===== config.mk =====
export PLATFORM = sky130hd
export DESIGN_NAME = cond_cmp_unit
export DESIGN_NICKNAME = d
export VERILOG_FILES = /design/src/rtl/cmp_pkg.sv /design/src/rtl/cmp_operand_sel.sv /design/src/rtl/cmp_core.sv /design/src/rtl/cr_field_merge.sv /design/src/rtl/cond_cmp_unit.sv
export SDC_FILE = /design/constraint.sdc
export NUM_CORES = 1
export LEC_CHECK = 0
export ABC_AREA = 1
export ABC_CLOCK_PERIOD_IN_PS = 3300
export BUFFER_PORTS_ARGS = -buffer_cell sky130_fd_sc_hd__buf_2
export CORE_MARGIN = 4
export CORE_UTILIZATION = 30
export DETAILED_ROUTE_END_ITERATION = 6
export PLACE_DENSITY_LB_ADDON = 0.15
export SLEW_MARGIN = 20
export SYNTH_ARGS = -nofsm -noshare
export SYNTH_HDL_FRONTEND = slang
export SYNTH_SLANG_ARGS = --single-unit

===== constraint.sdc =====
create_clock -name clk -period 3.3 [get_ports clk]
set_clock_uncertainty 0.15 [all_clocks]
set_input_delay 0.165 -clock clk [delete_from_list [all_inputs] [get_ports clk]]
set_output_delay 0.165 -clock clk [all_outputs]
set_load 0.02 [all_outputs]

===== src/rtl/cmp_pkg.sv =====
`timescale 1ns/1ps
// Shared types for the compare unit: operation codes and the condition-code layout.
package cmp_pkg;

    // Bit 1: unsigned comparison; bit 0: second operand from the register file.
    typedef enum logic [1:0] {
        OP_SIGNED_IMM   = 2'b00,
        OP_SIGNED_REG   = 2'b01,
        OP_UNSIGNED_IMM = 2'b10,
        OP_UNSIGNED_REG = 2'b11
    } cmp_op_e;

    // Condition code written into one register field, LT most significant.
    typedef struct packed {
        logic lt;
        logic gt;
        logic eq;
        logic so;
    } cond_code_t;

    localparam int CODE_W = $bits(cond_code_t);

endpackage


===== src/rtl/cmp_operand_sel.sv =====
`timescale 1ns/1ps
// Second-operand selection.
// Chooses the register operand or the extended immediate, as the operation code asks.
// Assumes IMM_W <= DATA_W.
module cmp_operand_sel
    import cmp_pkg::*;
#(
    parameter int DATA_W = 32,
    parameter int IMM_W  = 16
) (
    input  cmp_op_e           op_i,
    input  logic [DATA_W-1:0] reg_b_i,
    input  logic [IMM_W-1:0]  imm_i,
    output logic [DATA_W-1:0] operand_o
);

    localparam int EXT_W = DATA_W - IMM_W;

    logic [DATA_W-1:0] imm_sext;
    logic [DATA_W-1:0] imm_zext;

    // Build both immediate extensions.
    always_comb begin
        imm_sext = {{EXT_W{imm_i[IMM_W-1]}}, imm_i};
        imm_zext = {{EXT_W{1'b0}}, imm_i};
    end

    // Pick the operand: register, else zero-extended for unsigned, else sign-extended.
    always_comb begin
        if (op_i[0]) begin
            operand_o = reg_b_i;
        end else if (op_i[1]) begin
            operand_o = imm_zext;
        end else begin
            operand_o = imm_sext;
        end
    end

endmodule


===== src/rtl/cmp_core.sv =====
`timescale 1ns/1ps
// Magnitude comparator producing the condition code.
// Signed or unsigned per request. Purely combinational.
module cmp_core
    import cmp_pkg::*;
#(
    parameter int DATA_W = 32
) (
    input  logic [DATA_W-1:0] a_i,
    input  logic [DATA_W-1:0] b_i,
    input  logic              unsigned_i,
    input  logic              so_i,
    output cond_code_t        code_o
);

    logic less;
    logic equal;

    // Less-than in the requested arithmetic; equality is sign-independent.
    always_comb begin
        if (unsigned_i) begin
            less = (a_i < b_i);
        end else begin
            less = ($signed(a_i) < $signed(b_i));
        end
        equal = (a_i == b_i);
    end

    // Assemble the code; greater-than is whatever is neither less nor equal.
    always_comb begin
        code_o.lt = less;
        code_o.eq = equal;
        code_o.gt = ~less & ~equal;
        code_o.so = so_i;
    end

endmodule


===== src/rtl/cr_field_merge.sv =====
`timescale 1ns/1ps
// Field merge: replaces one field of the condition register with a new code.
// Field 0 is the most significant field. Unselected fields pass through.
module cr_field_merge #(
    parameter int NUM_FIELDS = 8,
    parameter int FIELD_W    = 4,
    parameter int IDX_W      = $clog2(NUM_FIELDS),
    parameter int CR_W       = NUM_FIELDS * FIELD_W
) (
    input  logic [CR_W-1:0]    cr_i,
    input  logic [IDX_W-1:0]   idx_i,
    input  logic [FIELD_W-1:0] code_i,
    input  logic               wr_en_i,
    output logic [CR_W-1:0]    cr_o
);

    for (genvar f = 0; f < NUM_FIELDS; f++) begin : g_field
        localparam int TOP = CR_W - 1 - f * FIELD_W;
        logic hit;
        // Decide whether this field is the write target.
        always_comb hit = wr_en_i && (idx_i == IDX_W'(f));
        // Select new code or keep the old field.
        always_comb cr_o[TOP -: FIELD_W] = hit ? code_i : cr_i[TOP -: FIELD_W];
    end

endmodule


===== src/rtl/cond_cmp_unit.sv =====
`timescale 1ns/1ps
// Integer compare and condition-field unit (top).
// Compares operand A with a register or an immediate and writes the code into a selected field.
// Assumes requests arrive at most one per cycle and that len_i = 1 marks an illegal form.
module cond_cmp_unit
    import cmp_pkg::*;
#(
    parameter int DATA_W     = 32,
    parameter int IMM_W      = 16,
    parameter int NUM_FIELDS = 8,
    parameter int IDX_W      = $clog2(NUM_FIELDS),
    parameter int FIELD_W    = CODE_W,
    parameter int CR_W       = NUM_FIELDS * FIELD_W
) (
    input  logic              clk,
    input  logic              rst_n,
    input  logic              valid_i,
    input  logic [1:0]        op_i,
    input  logic              len_i,
    input  logic [IDX_W-1:0]  dest_i,
    input  logic [DATA_W-1:0] opa_i,
    input  logic [DATA_W-1:0] opb_i,
    input  logic [IMM_W-1:0]  imm_i,
    input  logic              so_i,
    output logic [CR_W-1:0]   cr_o,
    output logic              illegal_o
);

    cmp_op_e           op;
    logic [DATA_W-1:0] operand_b;
    cond_code_t        code;
    logic              write_ok;
    logic [CR_W-1:0]   cr_next;
    logic [CR_W-1:0]   cr_q;
    logic              illegal_q;

    // Decode the request: typed operation and permission to write.
    always_comb begin
        op       = cmp_op_e'(op_i);
        write_ok = valid_i & ~len_i;
    end

    cmp_operand_sel #(
        .DATA_W (DATA_W),
        .IMM_W  (IMM_W)
    ) u_opsel (
        .op_i      (op),
        .reg_b_i   (opb_i),
        .imm_i     (imm_i),
        .operand_o (operand_b)
    );

    cmp_core #(
        .DATA_W (DATA_W)
    ) u_core (
        .a_i        (opa_i),
        .b_i        (operand_b),
        .unsigned_i (op[1]),
        .so_i       (so_i),
        .code_o     (code)
    );

    cr_field_merge #(
        .NUM_FIELDS (NUM_FIELDS),
        .FIELD_W    (FIELD_W),
        .IDX_W      (IDX_W),
        .CR_W       (CR_W)
    ) u_merge (
        .cr_i    (cr_q),
        .idx_i   (dest_i),
        .code_i  (code),
        .wr_en_i (write_ok),
        .cr_o    (cr_next)
    );

    // Register the condition register and the illegal-form flag.
    always_ff @(posedge clk) begin
        if (!rst_n) begin
            cr_q      <= '0;
            illegal_q <= 1'b0;
        end else begin
            cr_q      <= cr_next;
            illegal_q <= valid_i & len_i;
        end
    end

    // Drive the outputs from the registers.
    always_comb begin
        cr_o      = cr_q;
        illegal_o = illegal_q;
    end

endmodule


==> results.cfg, run 1 <==
[synthesis]
synthesis.nets = 436
synth_flop_cell = dfxtp_1
synth_area_sq_mm = 0.00228
syn_avg_cell_area_sq_um = 7.28
synth_edf_count = 0
yosysWarnings = 0
ys_seq_area_frac = 0.289
netlist-cell-type-count = 23
async_flop_share = 0
synth_cells = 314
ys_ff_latch = 33

[detailed_routing]
drc = 0
routed_wl_um = 6600
ant_nets = 0
via_count = 2464
wl_per_cell_um = 12.3
routed_via_density = 4.60
first_pass_iters = 4
drt-initial-drc-count = 49

[cts]
cts_tree = built
root_buffer = clkbuf_8
clkSinkCount = 33
worstSkewPairLatency_ns = 0.28
clkSlewWorstSetupHoldPaths_ns = 0.07
clk_path_buf_depth = 2
postCtsHoldBufs = 0
cts_setup_buffers = 0
h-tree-depth = 2
numCtsBuffers = 5
cts_resized = 0

[timing]
max_freq_ghz = 0.425
fin_crit_sh = 0.714
setup_ws_ns = 0.945
tns_ns = 0
tightestPinTransition_ns = 0.517
slew_violations = 0
setup_viol = 0
slew_headroom = 0.654
fin_crit_ns = 2.36
whs_ns = 0.0311
rsz0062_at_grt = false
finalHoldViolations = 0

[outcome]
status = finished, final reports clean

[setup_path]
cp_cell_sequence = buf_2 -> inv_1 -> o21ai_0 -> buf_4 -> o21ai_0 -> ha_1 -> a21oi_1 -> nand2_1 -> nand2_1 -> nand2_1 -> a21oi_2 -> nand2_1 -> nand2_4 -> nand3_4 -> a21oi_1
crit_path_frequent_cell = nand2_1
cpPeakStageDelay_ns = 0.33
worstSetupEndpointType = register
crit_path_start_kind = input pin
crit_slowest_cell = inv_1
crit_fanout = 20
critical_path_class = input pin to register
arrival_ns = 2.42
cp.required_ns = 3.36

[global_routing]
overflow = 0
antenna_found_initial = 0
grt_start_max_net_pins = 26
grt_pass1_vias = 2376
grt_pass1_wl_um = 10700
grt.total_usage = 0.147

[die]
die_area_sq_mm = 0.00908
io_pins = 123
die_w_um = 95.3
die_h_um = 95.3
core-area_sq_mm = 0.00733
num_rows = 31
initial_core_util = 0.312

[finish]
layout_common_cells = buf_2 (122), nand2_1 (48), nor2_1 (46), o21ai_0 (44), dfxtp_1 (33)
synthToLayoutAreaGrowth_pct = 35.2
layout.nets = 559
postLayoutCellArea_sq_mm = 0.00309
drive_above_1_share = 0.318
final_common_cell = buf_2
antennaDiodeCount = 0

[placed_design]
post_dp_cell_area_sq_mm = 0.00300
place.detailed.hpwl_um = 5440
routabilityCongestion = 0.747
port_buffers = 122
dp_slack_ns = 0.603

[power]
powerDensity_mw_per_mm2 = 320
fin_total_pwr_mw = 0.988
ir_drop_uv = 250
p_leak_nw = 1.70

[worst_hold_path]
hp-class = input pin to register

[job]
max_cap_violations = 0
metrics by stage:
stage,std cells,util
2_1_floorplan,314,-
3_3_place_gp,529,0.409
3_5_place_dp,529,0.409
4_1_cts,536,0.421
5_1_grt,536,0.421
6_report,536,0.421
logic make-up after synthesis:
logic type      after synthesis  synth area share
mux                          14            0.0613
fa+ha+maj                    32             0.175
flops                        33             0.289
compound gates               77             0.174
simple gates                123             0.242
buf+inv                      35            0.0586
critical path: cells and delay by family:
family                   cells  cell delay (ns)
buffers and inverters        3             0.64
AO/OA/AOI/OAI                5             0.76
adder cells (fa/ha/maj)      1             0.29
AND/OR/NAND/NOR              6             0.56
report_power, final:
group | internal (mW) | total (mW) | switching [mW] | leakage, nW
logic | 0.119 | 0.271 | 0.152 | 1.39
registers | 0.407 | 0.411 | 0.00414 | 0.267
clock network | 0.165 | 0.305 | 0.140 | 0.0443
total | 0.692 | 0.988 | 0.296 | 1.70
worst paths after layout:
check              end  depth (start not counted)  startpoint  slack [ns]
max           cr_o[30]                         15     op_i[0]        0.94
min          illegal_o                          3     valid_i        0.03
max reg2reg    cr_o[6]                          2     cr_o[6]        2.45
min reg2reg    cr_o[0]                          2     cr_o[0]        0.37
layer usage:
metal  routed length, um  GRT usage  vias to the layer above
met3                 538     0.0371                        7
met5                   0          0                        -
li1                    -          -                     1305
met1                2960      0.188                     1077
met4                  40     0.0252                        0
met2                3060      0.250                       75
cells in the mapped netlist, types with 2 or more instances:
cell type  number  share of area
nand2_1        48          0.079
nand3_1        10          0.022
nand3_4         2          0.015
dfxtp_1        33           0.29
o21a_1          2         0.0066
inv_1          26          0.043
nand2_2         3         0.0082
clkbuf_1        5         0.0082
o21ai_0        44          0.096
buf_2           2         0.0044
a21oi_1        29          0.064
mux2i_1        14          0.061
nor3_1          9          0.020
nor2_1         46          0.076
ha_1           32           0.18
nand4_1         2         0.0055
final cells by class:
class / instances / area, sq um
tap: 99 / 124
multi-input combinational: 246 / 1490
timing repair buffer: 124 / 626
sequential: 33 / 661
clock buffer: 7 / 86.3
inverter: 27 / 101
fill: 787 / 4240
state kept, by name (all words and copies together), names as in the netlist:
name / cells
cr_o: 32
illegal_o: 1
No activity file was read; power rests on OpenSTA's default activity.
==> inputs of run 2 (changes only) <==
- ABC_CLOCK_PERIOD_IN_PS: 3300 -> 2100
- clock period: 3.3 -> 2.1 ns (I/O delays scaled with it)
==> results.cfg, run 2 (synthesized netlist as in run 1, its figures left out) <==
[setup_path]
cp.buffers_inverters = 3
critPathTopFamily = simple AND/OR/NAND/NOR gates
crit_path_start_kind = input pin
crit_slowest_cell = ha_1
crit_fanout = 8
crit_path_frequent_cell = nand2_4
worstRegToRegCells = 2
critical_path_class = input pin to register
arrival_ns = 1.94
r2r-end = cr_o[22]
startpoint = imm_i[15]
cp_cell_sequence = buf_2 -> inv_2 -> o21ai_2 -> buf_6 -> o21ai_2 -> ha_1 -> nand2_2 -> nor2_4 -> nand2_2 -> nor4_4 -> nand2_4 -> nand2_4 -> nand2_4 -> nand3_4 -> a21oi_1
cpPeakStageDelay_ns = 0.32
worstSetupEndpointType = register
rr_startpoint = cr_o[22]
rrSetupSlack_ns = 1.27
critical_path_depth = 15
cp.required_ns = 2.09
cp-endpoint = cr_o[10]

[finish]
layout_common_cells = buf_2 (121), nand2_1 (45), nor2_1 (44), o21ai_0 (37), dfxtp_1 (33)
antennaDiodeCount = 0
fillers = 760
final_common_cell = buf_2
synthToLayoutAreaGrowth_pct = 44.1
largest_reg_flops = 32
drive_above_1_share = 0.366
layout.nets = 575

[global_routing]
grt.total_usage = 0.143
grt_pass1_vias = 2345
antenna_found_initial = 0
grt_pass1_wl_um = 10400
grt_start_max_net_pins = 26
overflow = 0

[die]
die_w_um = 95.3
num_rows = 31
initial_core_util = 0.312
core-area_sq_mm = 0.00733
die_h_um = 95.3
die_area_sq_mm = 0.00908
io_pins = 123

[outcome]
status = finished, final reports clean

[power]
p_clk_frac = 0.283
p_switching_mw = 0.494
seq_power_share = 0.407
combPwrFrac = 0.310
powerDensity_mw_per_mm2 = 483
p_leak_nw = 1.80
ir_drop_uv = 399
internal-power_mw = 1.10
switching_share = 0.310

[timing]
rsz0062_at_grt = true
setup_ws_ns = 0.154
slew_headroom = 0.648
tns_ns = 0
fin_crit_sh = 0.927
max_freq_ghz = 0.514
fin_crit_ns = 1.95
finalHoldViolations = 0
slew_violations = 0
setup_viol = 0
tightestPinTransition_ns = 0.527

[cts]
cts_tree = built
clk_path_buf_depth = 2
clkSlewWorstSetupHoldPaths_ns = 0.06
root_buffer = clkbuf_8
numCtsBuffers = 5
clkSinkCount = 33
worstSkewPairLatency_ns = 0.27
h-tree-depth = 2

[job]
max_cap_violations = 0

[placed_design]
routabilityCongestion = 0.801
dp_slack_ns = -0.270
place.detailed.hpwl_um = 5400
port_buffers = 122

[detailed_routing]
wl_per_cell_um = 12.2
first_pass_iters = 4
drt-initial-drc-count = 123
routed_via_density = 4.58
drc = 0
via_count = 2535
ant_nets = 0
routed_wl_um = 6750

[worst_hold_path]
min_path_cells = 3
hp-class = input pin to register
## run 2: how the worst min path moves through the flow
stage | slack [ns] | from | end
final | 0.05 | so_i | cr_o[12]
after global routing | 0.07 | so_i | cr_o[4]
after CTS | 0.04 | so_i | cr_o[4]
after detailed placement | 0.20 | valid_i | illegal_o
after global placement | 0.20 | valid_i | illegal_o
after floorplan | 0.07 | valid_i | illegal_o
## run 2: timing repair
item                                    CTS  global route
endpoints found under the hold margin     1             0
hold buffers                              2             0
endpoints found under the setup margin    0            16
gates resized for setup                   0            17
buffers inserted                          0             2
## run 2: metrics by stage
step | power [mW] | area [sq um] | utilization | instances | hold WS (ns)
2_1_floorplan | 0.948 | 2350 | - | 314 | 0.0688
3_3_place_gp | 1.11 | 3100 | 0.422 | 539 | 0.200
3_5_place_dp | 1.11 | 3100 | 0.422 | 539 | 0.202
4_1_cts | 1.57 | 3200 | 0.436 | 549 | 0.0366
5_1_grt | 1.70 | 3290 | 0.449 | 553 | 0.0749
6_report | 1.59 | 3290 | 0.449 | 553 | 0.0471
## run 2: area by class of cell
cell class / instances / area [sq um] / area share
clock buffers: 6 / 72.6 / 0.0220
clock inverters: 2 / 10.0 / 0.00304
inverters: 27 / 104 / 0.0315
multi-input cells: 248 / 1560 / 0.474
flip-flops and latches: 33 / 661 / 0.201
well taps: 99 / 124 / 0.0376
repair buffers: 138 / 762 / 0.231
## run 2: worst register-to-register path, stage by stage (launching register included)
cell and delay [ns]:
dfxtp_1 0.32, o21ai_0 0.20, a21oi_2 0.04
## run 2: power groups by stage
stage | registers, mW | clock network [mW] | logic [mW]
after floorplan | 0.677 | 0 | 0.271
after global placement | 0.661 | 0 | 0.449
after detailed placement | 0.661 | 0 | 0.454
after CTS | 0.647 | 0.464 | 0.458
after global routing | 0.648 | 0.488 | 0.568
final | 0.647 | 0.451 | 0.493
## run 2: layer usage
layer,part of all wire,track usage
met3,0.064,0.0292
met5,0,0
met4,0.0071,0.0216
met2,0.48,0.243
met1,0.44,0.190
==> inputs of run 3 (changes only) <==
- SYNTH_HIERARCHICAL: not set -> 1
==> results.cfg, run 3 <==
[outcome]
status = finished, final reports clean

[synthesis]
syn_avg_cell_area_sq_um = 5.96
yosys-top-cells-count = nand2_1 (235), inv_1 (81), dfxtp_1 (33)
synth_area_sq_mm = 0.00283
synth_edf_count = 0
async_flop_share = 0
synth_top_area_cell = nand2_1
ys_seq_area_frac = 0.233
synth_flop_cell = dfxtp_1
synth_area_leaders = nand2_1 (31%), dfxtp_1 (23%), ha_1 (14%)
synth_cells = 475
yosysWarnings = 6
ys_ff_latch = 33
yosysMostFrequentCell = nand2_1
synth.top_cell.area_share = 0.311
netlist-cell-type-count = 26
synthesis.nets = 597

[finish]
drive_above_1_share = 0.367
instances_no_fill = 714
synthToLayoutAreaGrowth_pct = 44.8
antennaDiodeCount = 0
largest_reg_flops = 32
fillers = 995
final_common_cell = nand2_1
layout_common_cells = nand2_1 (219), buf_2 (121), inv_1 (73), dfxtp_1 (33), nand2_2 (23)
layout.nets = 725

[cts]
worstSkewPairLatency_ns = 0.28
root_buffer = clkbuf_8
clkSlewWorstSetupHoldPaths_ns = 0.07
numCtsBuffers = 5
clk_path_buf_depth = 2
h-tree-depth = 2
cts_tree = built
cts_setup_buffers = 0
clkSinkCount = 33

[power]
seq_power_share = 0.364
internal-power_mw = 1.19
p_switching_mw = 0.565
combPwrFrac = 0.361
p_clk_frac = 0.275
powerDensity_mw_per_mm2 = 427
p_leak_nw = 2.52
switching_share = 0.323
ir_drop_uv = 185

[placed_design]
port_buffers = 122
routabilityCongestion = 0.787
place.detailed.hpwl_um = 6100
dp_cells = 700

[global_routing]
overflow = 0
grt.total_usage = 0.141
antenna_found_initial = 0
grt_start_max_net_pins = 34
grt_pass1_wl_um = 13200
grt_pass1_vias = 2936

[setup_path]
worstSetupEndpointType = register
arrival_ns = 2.07
crit_fanout = 8
cp.required_ns = 2.13
crit_path_start_kind = input pin
critical_path_class = input pin to register

[job]
max_cap_violations = 0

[timing]
setup_viol = 0
slew_headroom = 0.568
max_freq_ghz = 0.492
fin_crit_ns = 2.03
rsz0062_at_grt = true
tightestPinTransition_ns = 0.649
finalHoldViolations = 0
fin_crit_sh = 0.969
slew_violations = 0
whs_ns = 0.0985

[die]
die_area_sq_mm = 0.0111
initial_core_util = 0.308
io_pins = 123
die_h_um = 105
core-area_sq_mm = 0.00920
num_rows = 35
die_w_um = 105

[detailed_routing]
wl_per_cell_um = 11.2
routed_wl_um = 8030
ant_nets = 0
first_pass_iters = 5
routed_via_density = 4.27
drc = 0
via_count = 3051
drt-initial-drc-count = 106

[worst_hold_path]
hp-class = input pin to register
-- run 3: cell count changes after synthesis, sizes merged, moves of 8 or more --
cell	previous run	this run
nand2	52	243
inv	26	83
o21ai	44	2
nor2	47	22
a21oi	30	13
mux2i	14	0
buf	3	14
nand3	12	23
nor3	9	1
-- run 3: area by class of cell --
| type | instances | area, sq um | area share |
|---|---|---|---|
| inverter | 83 | 327 | 0.0796 |
| timing repair buffer | 137 | 833 | 0.203 |
| clock buffer | 7 | 86.3 | 0.0210 |
| timing repair inverter | 1 | 6.26 | 0.00152 |
| tap | 111 | 139 | 0.0339 |
| multi-input combinational | 342 | 2050 | 0.500 |
| sequential | 33 | 661 | 0.161 |
-- run 3: kinds of logic (layout without fill, tap and decap cells) --
group	Yosys count	count (layout)	synth area share
simple gates	292	293	0.429
buf+inv	101	228	0.164
flops	33	33	0.233
fa+ha+maj	32	32	0.141
compound gates	17	17	0.0318
-- run 3: per-layer routing --
metal,track usage,up-vias,wire length (um)
met5,0,-,0
met4,0.0309,0,63
met3,0.0303,8,475
met2,0.240,91,3790
met1,0.183,1286,3700
li1,-,1666,-
-- run 3: repair_timing --
action	CTS	global route
pin swaps	1	30
endpoints found under the hold margin	1	0
hold buffers	2	0
gates resized for setup	7	63
setup endpoints to repair	16	24
gates cloned	2	3
-- run 3: worst paths after layout --
kind / slack, ns / end / cells past startpoint / startpoint
max: 0.07 / cr_o[30] / 20 / op_i[0]
min: 0.1 / cr_o[8] / 5 / so_i
max reg2reg: 1.28 / cr_o[14] / 4 / cr_o[14]
min reg2reg: 0.38 / cr_o[11] / 4 / cr_o[11]
-- run 3: power by group through the flow --
| stage | combinational [mW] | sequential [mW] | clock (mW) |
|---|---|---|---|
| final | 0.633 | 0.638 | 0.482 |
| after global routing | 0.718 | 0.638 | 0.531 |
| after CTS | 0.524 | 0.637 | 0.505 |
| after detailed placement | 0.499 | 0.652 | 0 |
| after global placement | 0.494 | 0.652 | 0 |
| after floorplan | 0.336 | 0.661 | 0 |
-- run 3: stage by stage --
step | total power [mW] | utilization | area (sq um) | setup TNS, ns | worst slack [ns]
after CTS | 1.67 | 0.406 | 3730 | 0 | 0.000352
after detailed placement | 1.15 | 0.387 | 3560 | -7.26 | -0.366
after global routing | 1.89 | 0.446 | 4100 | -1.45 | -0.122
final | 1.75 | 0.446 | 4100 | 0 | 0.0659
after global placement | 1.15 | 0.387 | 3560 | -6.60 | -0.321
after floorplan | 0.997 | - | 2910 | -1.15 | -0.100
-- run 3: worst max-delay path: stages --
cell and delay [ns]:
buf_12 0.13, clkinv_8 0.07, nand3_4 0.12, nand2_1 0.08
inv_1 0.06, ha_4 0.27, nand2_2 0.06, nor2_2 0.14
nand2_2 0.10, nor3b_2 0.19, nand2_2 0.08, nand2_1 0.07
nand2_1 0.06, nand2_2 0.10, nor2_4 0.05, buf_6 0.13
nand3_1 0.07, nand2_1 0.05, nand2_1 0.06, inv_1 0.04
